File: src/rtl/cfg_loader_pkg.sv
// Package: shared widths and the load-source encoding for the loader.
// Assumes the serial word is ordered test select, divider select, multiplier.
package cfg_loader_pkg;
    localparam int unsigned DEF_M_W     = 9;
    localparam int unsigned DEF_N_W     = 2;
    localparam int unsigned DEF_T_W     = 3;
    localparam int unsigned DEF_STAGES  = 2;

    typedef enum logic [1:0] {
        LD_NONE = 2'd0,
        LD_PAR  = 2'd1,
        LD_SER  = 2'd2
    } load_src_e;
endpackage

File: src/rtl/cl_sync_bus.sv
// Module: multi-bit synchronizer, one independent flop chain per bit.
// Assumes each bit is a slow level signal, so per-bit skew of one cycle
// is acceptable; the chains reset to zero.
module cl_sync_bus #(
    parameter int unsigned W      = 4,
    parameter int unsigned STAGES = 2
) (
    input  logic         clk,
    input  logic         rst_n,
    input  logic [W-1:0] din,
    output logic [W-1:0] dout
);
    logic [W-1:0] stg [STAGES];

    for (genvar s = 0; s < STAGES; s++) begin : g_stage
        if (s == 0) begin : g_first
            // Purpose: first capture of the asynchronous inputs.
            always_ff @(posedge clk) begin
                if (!rst_n) stg[0] <= '0;
                else        stg[0] <= din;
            end
        end else begin : g_next
            // Purpose: further settling stage of the chain.
            always_ff @(posedge clk) begin
                if (!rst_n) stg[s] <= '0;
                else        stg[s] <= stg[s-1];
            end
        end
    end

    assign dout = stg[STAGES-1];
endmodule

File: src/rtl/cl_edge_det.sv
// Module: per-bit edge detector on synchronized signals.
// POL bit set selects a rising edge, clear selects a falling edge.
// Assumes the inputs are already in the clk domain.
module cl_edge_det #(
    parameter int unsigned W   = 3,
    parameter logic [W-1:0] POL = '1
) (
    input  logic         clk,
    input  logic         rst_n,
    input  logic [W-1:0] lvl,
    output logic [W-1:0] hit
);
    logic [W-1:0] prev;

    // Purpose: remember last cycle's level for comparison.
    always_ff @(posedge clk) begin
        if (!rst_n) prev <= '0;
        else        prev <= lvl;
    end

    for (genvar i = 0; i < W; i++) begin : g_bit
        if (POL[i]) begin : g_rise
            assign hit[i] = lvl[i] & ~prev[i];
        end else begin : g_fall
            assign hit[i] = ~lvl[i] & prev[i];
        end

        // an edge indication never lasts two cycles
        assert_edge_single_R8: assert property (@(posedge clk) disable iff (!rst_n)
            hit[i] |=> !hit[i]);
    end
endmodule

File: src/rtl/cl_shifter.sv
// Module: serial configuration shift register, MSB first.
// Assumes shift_en is a one-cycle pulse and din is valid in that cycle.
module cl_shifter #(
    parameter int unsigned W = 14
) (
    input  logic         clk,
    input  logic         rst_n,
    input  logic         shift_en,
    input  logic         din,
    output logic [W-1:0] word
);
    // Purpose: move the word one place up and take the new bit at bit 0.
    always_ff @(posedge clk) begin
        if (!rst_n)        word <= '0;
        else if (shift_en) word <= {word[W-2:0], din};
    end

    // a shift takes the sampled bit in at the bottom and keeps the rest
    assert_shift_R2: assert property (@(posedge clk) disable iff (!rst_n)
        shift_en |=> (word[0] == $past(din)) && (word[W-1:1] == $past(word[W-2:0])));

    // with no shift the word holds, whatever loads happen
    assert_hold_R3: assert property (@(posedge clk) disable iff (!rst_n)
        !shift_en |=> $stable(word));
endmodule

File: src/rtl/cl_cfg_latch.sv
// Module: configuration registers with two prioritized write paths.
// A parallel edge wins. A serial edge is accepted only while the
// synchronized parallel strobe is high. Assumes the parallel bus is
// stable around the strobe.
module cl_cfg_latch
    import cfg_loader_pkg::*;
#(
    parameter int unsigned M_W = DEF_M_W,
    parameter int unsigned N_W = DEF_N_W,
    parameter int unsigned T_W = DEF_T_W,
    localparam int unsigned SW = M_W + N_W + T_W
) (
    input  logic           clk,
    input  logic           rst_n,
    input  logic           par_hit,
    input  logic           ser_hit,
    input  logic           par_level,
    input  logic [M_W-1:0] par_m,
    input  logic [N_W-1:0] par_n,
    input  logic [SW-1:0]  shift_word,
    output logic [M_W-1:0] cfg_m,
    output logic [N_W-1:0] cfg_n,
    output logic [T_W-1:0] cfg_t,
    output logic           cfg_updated
);
    load_src_e src;

    // Purpose: pick the write source by fixed priority.
    always_comb begin
        if (par_hit)                     src = LD_PAR;
        else if (ser_hit && par_level)   src = LD_SER;
        else                             src = LD_NONE;
    end

    // Purpose: write the configuration and flag the write.
    always_ff @(posedge clk) begin
        if (!rst_n) begin
            cfg_m       <= '0;
            cfg_n       <= '0;
            cfg_t       <= '0;
            cfg_updated <= 1'b0;
        end else begin
            cfg_updated <= (src != LD_NONE);
            case (src)
                LD_PAR: begin
                    cfg_m <= par_m;
                    cfg_n <= par_n;
                end
                LD_SER: begin
                    cfg_t <= shift_word[SW-1 -: T_W];
                    cfg_n <= shift_word[M_W +: N_W];
                    cfg_m <= shift_word[M_W-1:0];
                end
                default: ;
            endcase
        end
    end

    // reset clears the configuration and the pulse
    assert_reset_R1: assert property (@(posedge clk)
        !rst_n |=> (cfg_m == '0) && (cfg_n == '0) && (cfg_t == '0) && !cfg_updated);

    // parallel edge takes the bus and leaves the test select alone
    assert_par_capture_R5: assert property (@(posedge clk) disable iff (!rst_n)
        par_hit |=> (cfg_m == $past(par_m)) && (cfg_n == $past(par_n)) && $stable(cfg_t));

    // accepted serial edge copies the full shift word
    assert_ser_capture_R3: assert property (@(posedge clk) disable iff (!rst_n)
        (ser_hit && par_level && !par_hit) |=> ({cfg_t, cfg_n, cfg_m} == $past(shift_word)));

    // serial edge with the parallel strobe low is ignored
    assert_ser_ignored_R4: assert property (@(posedge clk) disable iff (!rst_n)
        (ser_hit && !par_level && !par_hit) |=> $stable({cfg_t, cfg_n, cfg_m}) && !cfg_updated);

    // on a collision the serial word does not reach the test select
    assert_priority_R7: assert property (@(posedge clk) disable iff (!rst_n)
        (par_hit && ser_hit) |=> $stable(cfg_t) && (cfg_m == $past(par_m)));

    // the outputs never change without the update pulse
    assert_update_only_R8: assert property (@(posedge clk) disable iff (!rst_n)
        !cfg_updated |-> $stable({cfg_t, cfg_n, cfg_m}) || $rose(rst_n));
endmodule

File: src/rtl/cfg_loader.sv
// Module: top of the synthesizer configuration loader.
// Synchronizes the serial clock, serial data and both strobes. It detects
// a rising serial clock, a falling serial load and a rising parallel load,
// then drives the shifter and the configuration registers.
// Assumes ser_data is stable around each rising ser_clk for at least
// SYNC_STAGES + 1 system clocks, and the parallel bus likewise around
// par_load.
module cfg_loader
    import cfg_loader_pkg::*;
#(
    parameter int unsigned M_W         = DEF_M_W,
    parameter int unsigned N_W         = DEF_N_W,
    parameter int unsigned T_W         = DEF_T_W,
    parameter int unsigned SYNC_STAGES = DEF_STAGES
) (
    input  logic           clk,
    input  logic           rst_n,
    input  logic           ser_clk,
    input  logic           ser_data,
    input  logic           ser_load,
    input  logic           par_load,
    input  logic [M_W-1:0] par_m,
    input  logic [N_W-1:0] par_n,
    output logic [M_W-1:0] cfg_m,
    output logic [N_W-1:0] cfg_n,
    output logic [T_W-1:0] cfg_t,
    output logic           cfg_updated
);
    localparam int unsigned SW = M_W + N_W + T_W;
    // bit 0 serial clock, bit 1 serial load, bit 2 parallel load, bit 3 data
    localparam int unsigned NSYNC = 4;
    localparam int unsigned NEDGE = 3;
    localparam logic [NEDGE-1:0] EDGE_POL = 3'b101;

    logic [NSYNC-1:0] sync_lvl;
    logic [NEDGE-1:0] edge_hit;
    logic [SW-1:0]    shift_word;

    cl_sync_bus #(.W(NSYNC), .STAGES(SYNC_STAGES)) u_sync (
        .clk   (clk),
        .rst_n (rst_n),
        .din   ({ser_data, par_load, ser_load, ser_clk}),
        .dout  (sync_lvl)
    );

    cl_edge_det #(.W(NEDGE), .POL(EDGE_POL)) u_edge (
        .clk   (clk),
        .rst_n (rst_n),
        .lvl   (sync_lvl[NEDGE-1:0]),
        .hit   (edge_hit)
    );

    cl_shifter #(.W(SW)) u_shift (
        .clk      (clk),
        .rst_n    (rst_n),
        .shift_en (edge_hit[0]),
        .din      (sync_lvl[3]),
        .word     (shift_word)
    );

    cl_cfg_latch #(.M_W(M_W), .N_W(N_W), .T_W(T_W)) u_latch (
        .clk         (clk),
        .rst_n       (rst_n),
        .par_hit     (edge_hit[2]),
        .ser_hit     (edge_hit[1]),
        .par_level   (sync_lvl[2]),
        .par_m       (par_m),
        .par_n       (par_n),
        .shift_word  (shift_word),
        .cfg_m       (cfg_m),
        .cfg_n       (cfg_n),
        .cfg_t       (cfg_t),
        .cfg_updated (cfg_updated)
    );
endmodule

File: config.mk
export PLATFORM = sky130hd
export DESIGN_NAME = cfg_loader
export DESIGN_NICKNAME = d
export VERILOG_FILES = /design/src/rtl/cfg_loader_pkg.sv /design/src/rtl/cl_sync_bus.sv /design/src/rtl/cl_edge_det.sv /design/src/rtl/cl_shifter.sv /design/src/rtl/cl_cfg_latch.sv /design/src/rtl/cfg_loader.sv
export SDC_FILE = /design/constraint.sdc
export NUM_CORES = 1
export LEC_CHECK = 0
export CORE_ASPECT_RATIO = 0.5
export CORE_MARGIN = 5
export CORE_UTILIZATION = 52
export CTS_CLUSTER_DIAMETER = 150
export DETAILED_ROUTE_END_ITERATION = 16
export GPL_ROUTABILITY_DRIVEN = 0
export PLACE_DENSITY_LB_ADDON = 0.1
export SLEW_MARGIN = 20
export SYNTH_ARGS = -nofsm -noshare
export SYNTH_HDL_FRONTEND = slang
export SYNTH_SLANG_ARGS = --single-unit
File: constraint.sdc
create_clock -name clk -period 3.1 [get_ports clk]
set_clock_uncertainty 0.05 [all_clocks]
set_input_delay 0.465 -clock clk [delete_from_list [all_inputs] [get_ports clk]]
set_output_delay 0.465 -clock clk [all_outputs]
set_load 0.05 [all_outputs]
# Word-level counts from Yosys, hierarchy flattened
# Memory sizes are Yosys's and may differ from the RTL's.
# Cells that the tools add are included.
[word_totals]
register_bits = 32
ramBits = 8
inputBits = 17
out_inout_bits = 15
word_cells = 28
mem_count = 1
[memory_table]
columns = ["name", "words", "word_bits", "read_ports", "rd_clocked_by_memory_dff", "wr", "line_no", "source"]
rows = [
  ["u_sync.stg", 2, 4, 2, 0, 2, "cl_sync_bus.sv:13", "logic [W-1:0] stg [STAGES];"],
]
[classes]
n_eq_ne = 2
mux = 8
n_bitwise = 8
n_reduce_logical = 3
[ops]
columns = ["operator", "n"]
rows = [
  ["9-bit one-hot mux with 2 select lines", 1],
  ["4-bit 2-to-1 mux", 2],
  ["2-bit 2-to-1 mux", 2],
  ["2-bit one-hot mux with 2 select lines", 1],
  ["2-bit nonzero test", 2],
  ["1-bit AND", 3],
  ["1-bit inverter", 3],
  ["2-bit by 1-bit equality test with 1-bit output (second input constant)", 1],
  ["2-bit equality test (second input constant)", 1],
  ["1-bit 2-to-1 mux", 2],
  ["1-bit OR", 2],
  ["1-bit logical AND", 1],
]

# Logic depth before layout (Yosys ltp)
[logic_depth]
ltp_word = 7
depth_mapped = 5
depth_no_buf = 4

# Hierarchy
# From an unflattened synthesis, not the netlist that was laid out.
[unflattened]
cells_unflattened = 150
hier_area_um2 = 1625.3
[modules_own_cells]
columns = ["module", "instances", "cells_per_inst", "area_per_inst_um2"]
rows = [
  ["cl_cfg_latch", 1, 80, 759.5],
  ["cl_shifter", 1, 45, 543.0],
  ["cl_sync_bus", 1, 16, 210.2],
  ["cl_edge_det", 1, 9, 112.6],
]

# Least setup slack after synthesis
# OpenSTA, ideal clock, no wires.
[synth_timing]
path_type = "input port to flip-flop"
start = "input rst_n"
end = "register u_latch.cfg_m[4]"
arrival_ps = 1193
slack_ps = 1735
cell_stages = 5
path_buffers = 2
cell_sequence = "buf_6 clkinv_2 o22ai_2 buf_6 a221o_1"
[synth_lines]
columns = ["element", "line_no", "source"]
rows = [
  ["start, declared", "cfg_loader.sv:17", "input logic rst_n,"],
  ["end signal, assigned", "cl_cfg_latch.sv:46", "cfg_m <= par_m;"],
  ["end signal, assigned", "cl_cfg_latch.sv:52", "cfg_m <= shift_word[M_W-1:0];"],
  ["end, declared", "cl_cfg_latch.sv:21", "output logic [M_W-1:0] cfg_m,"],
]

# Worst setup path after layout
[layout_timing]
start = "register u_latch.cfg_m[4]"
end = "output cfg_m[4]"
[layout_lines]
columns = ["element", "line_no", "source"]
rows = [
  ["end, declared", "cfg_loader.sv:24", "output logic [M_W-1:0] cfg_m,"],
]
# No word-level cell between the ends.

==> results.sh <==
export IMPL_cts_tree="done"
export IMPL_worst_r2r_path_depth=3
export IMPL_finalSetupViolCount=0
export IMPL_die_height_um=46.78
export IMPL_ys_seq_area_frac=0.5694
export IMPL_vias=1084
export IMPL_synth_edff_count=0
export IMPL_rsz0062_at_grt="false"
export IMPL_yosysWarnings=0
export IMPL_post_drt_wl_per_cell_um=13.55
export IMPL_root_buffer="clkbuf_8"
export IMPL_tightest_slew_ns=0.8269
export IMPL_fin_area_sq_um=1817
export IMPL_path_max_fanout=2
export IMPL_syn_inst=144
export IMPL_coreArea_sq_um=2586
export IMPL_hp_class="flip-flop to flip-flop"
export IMPL_worst_setup_path_start_kind="flip-flop"
export IMPL_cts_sinks=40
export IMPL_maxSlewHeadroom=0.4476
export IMPL_clk_latency_ns=0.29
export IMPL_dp_hpwl_mm=1.976
export IMPL_wl_met1_mm=1.432
export IMPL_crit_path_end_kind="primary output"
export IMPL_tns_ns=0
export IMPL_grtUsageTotal=0.1588
export IMPL_powerDensity_nw_per_um2=534.4
export IMPL_top_layer_used="met4"
export IMPL_cts_buffers_inserted=5
export IMPL_critPathSlowestCell="clkdlybuf4s50_1"
export IMPL_rows=13
export IMPL_cts_clk_slew_worst_paths_ns=0.07
export IMPL_grt_max_degree=20
export IMPL_hold_end="u_sync.stg[1][0]"
export IMPL_p_leak_nw=0.6948
export IMPL_rr_startpoint="u_sync.stg[1][0]"
export IMPL_htree_levels=2
export IMPL_r2r_end="u_shift.word[6]"
export IMPL_io_pins=32
export IMPL_post_route_period_util=0.6377
export IMPL_async_reset_ff_frac=0
export IMPL_path_cells="clkdlybuf4s50_1"
export IMPL_synth_most_common_cell="dfxtp_1"
export IMPL_synthTopCellsByArea="dfxtp_1 57%, nand2_1 9.6%, a21oi_1 5.0%"
export IMPL_vdd_ir_drop_max_uv=299.8
export IMPL_cap_violations=0
export IMPL_synth_nets=161
export IMPL_cts_resized=0
export IMPL_area_delta_synth_final_pct=29.18
export IMPL_ctsHoldBuffers=0
export IMPL_hold_start="u_sync.stg[0][0]"
export IMPL_startpoint="u_latch.cfg_m[4]"
export IMPL_drive_above_1_share=0.07955
export IMPL_ant_nets=0
export IMPL_ys_flop_type="dfxtp_1"
export IMPL_met3_length_um=213
export IMPL_dieArea_sq_um=3908
export IMPL_cp_num_buf_inv=1
export IMPL_die_x_um=83.55
export IMPL_antenna_found_initial=0
export IMPL_r2r_setup_slack_ns=1.62
export IMPL_start_util=0.5438
export IMPL_ys_ff_latch=40
export IMPL_report_final_hold_viol_count=0
export IMPL_antenna_cells=0
export IMPL_cp_top_family="buffers and inverters"
export IMPL_crit_cells=1
export IMPL_report_final_slew_viol_count=0
export IMPL_dr_wl_met2_mm=1.190
export IMPL_synth_top_area_cell="dfxtp_1"
export IMPL_hold_depth=1
export IMPL_grt_overflow=0
export IMPL_synth_top_area_frac=0.5694
export IMPL_firstDrtPassIters=4
export IMPL_grt_pass1_vias=1006
export IMPL_portBuffers=31
export IMPL_slowest_delay_ns=0.82
export IMPL_crit_type="flip-flop to primary output"
export IMPL_synth_area_per_cell_sq_um=9.766
export IMPL_clock_path_buffers=2
export IMPL_fillers=194
export IMPL_status="completed"
export IMPL_hold_worst_slack_ns=0.3850
export IMPL_via_per_inst=5.089
export IMPL_max_freq_ghz=0.5058
export IMPL_drtIter0Drc=67
export IMPL_drc=0
export IMPL_grt_pass1_wl_mm=4.643
export IMPL_fin_crit_ns=1.977
export IMPL_totalWireLength_mm=2.887
export IMPL_placed_cell_area_sq_um=1720
export IMPL_cp_required_ns=2.58
export IMPL_yosysUniqueCellTypes=23
export IMPL_cts_setup_buffers=0
export IMPL_synth_commonest_cells="40 x dfxtp_1, 36 x nand2_1, 14 x a21oi_1"
export IMPL_fin_nets=193
export IMPL_cp_arrival_ns=1.46
export IMPL_syn_area_sq_um=1406
[metal layers]
layer | track usage | up-vias
li1 | - | 552
met1 | 0.2039 | 487
met2 | 0.2341 | 38
met3 | 0.06655 | 7
met4 | 0.08654 | 0
met5 | 0 | -
[cells by family after synthesis]
logic type,synth area share
buffers and inverters,0.04447
flip-flops,0.5694
multiplexers,0.02135
AND/OR/NAND/NOR,0.1966
AO/OA/AOI/OAI,0.1682
[report_power, final]
group	switching [mW]	internal [mW]	leakage, nW	total, mW
registers	0.00569	0.525	0.325	0.531
logic	0.0430	0.0379	0.320	0.0809
clock network	0.161	0.198	0.0503	0.359
[metrics by stage]
stage                     total power, mW  cells    util  worst slack, ns
after detailed placement           0.6237    206  0.6652           0.8984
after CTS                          0.9791    213  0.7025            1.108
after global routing                1.007    213  0.7025            1.085
final                              0.9709    213  0.7025            1.123
after floorplan                    0.5901    144       -            1.735
after global placement             0.6228    206  0.6652           0.9394
[worst max-delay path by stage]
stage / to / slack, ns
2_1_floorplan: u_latch.cfg_m[4] / 1.74
4_1_cts: cfg_m[4] / 1.11
5_1_grt: cfg_t[0] / 1.08
3_5_place_dp: u_latch.cfg_m[4] / 0.90
3_3_place_gp: u_latch.cfg_m[4] / 0.94
6_report: cfg_m[4] / 1.12
[cell usage in the layout, fill, tap and decap left out, types with 3 or more instances in the layout]
cell             Yosys  layout
dfxtp_1             40      40
nand2_1             36      36
clkdlybuf4s50_1      0      31
a21oi_1             14      14
and2_1               9       9
a22oi_1              7       7
o2bb2ai_1            7       7
clkbuf_8             0       7
and3_1               4       4
a221o_1              4       4
mux2i_1              3       3
nor2_1               3       3
[state kept, by name (all words and copies together), names as in the netlist]
name,cells
u_shift.word,14
u_latch.cfg_updated,1
u_sync.stg,8
u_latch.cfg_n,2
u_latch.cfg_m,9
u_edge.prev,3
u_latch.cfg_t,3
[final cells by class]
class / count / area (sq um) / share of cell area
clock buffer: 7 / 96.34 / 0.05303
sequential: 40 / 800.8 / 0.4408
inverter: 3 / 12.51 / 0.006887
tap: 37 / 46.29 / 0.02548
multi-input combinational: 94 / 543.0 / 0.2989
timing repair buffer: 32 / 317.8 / 0.1749
(Power assumes the default switching activity.)
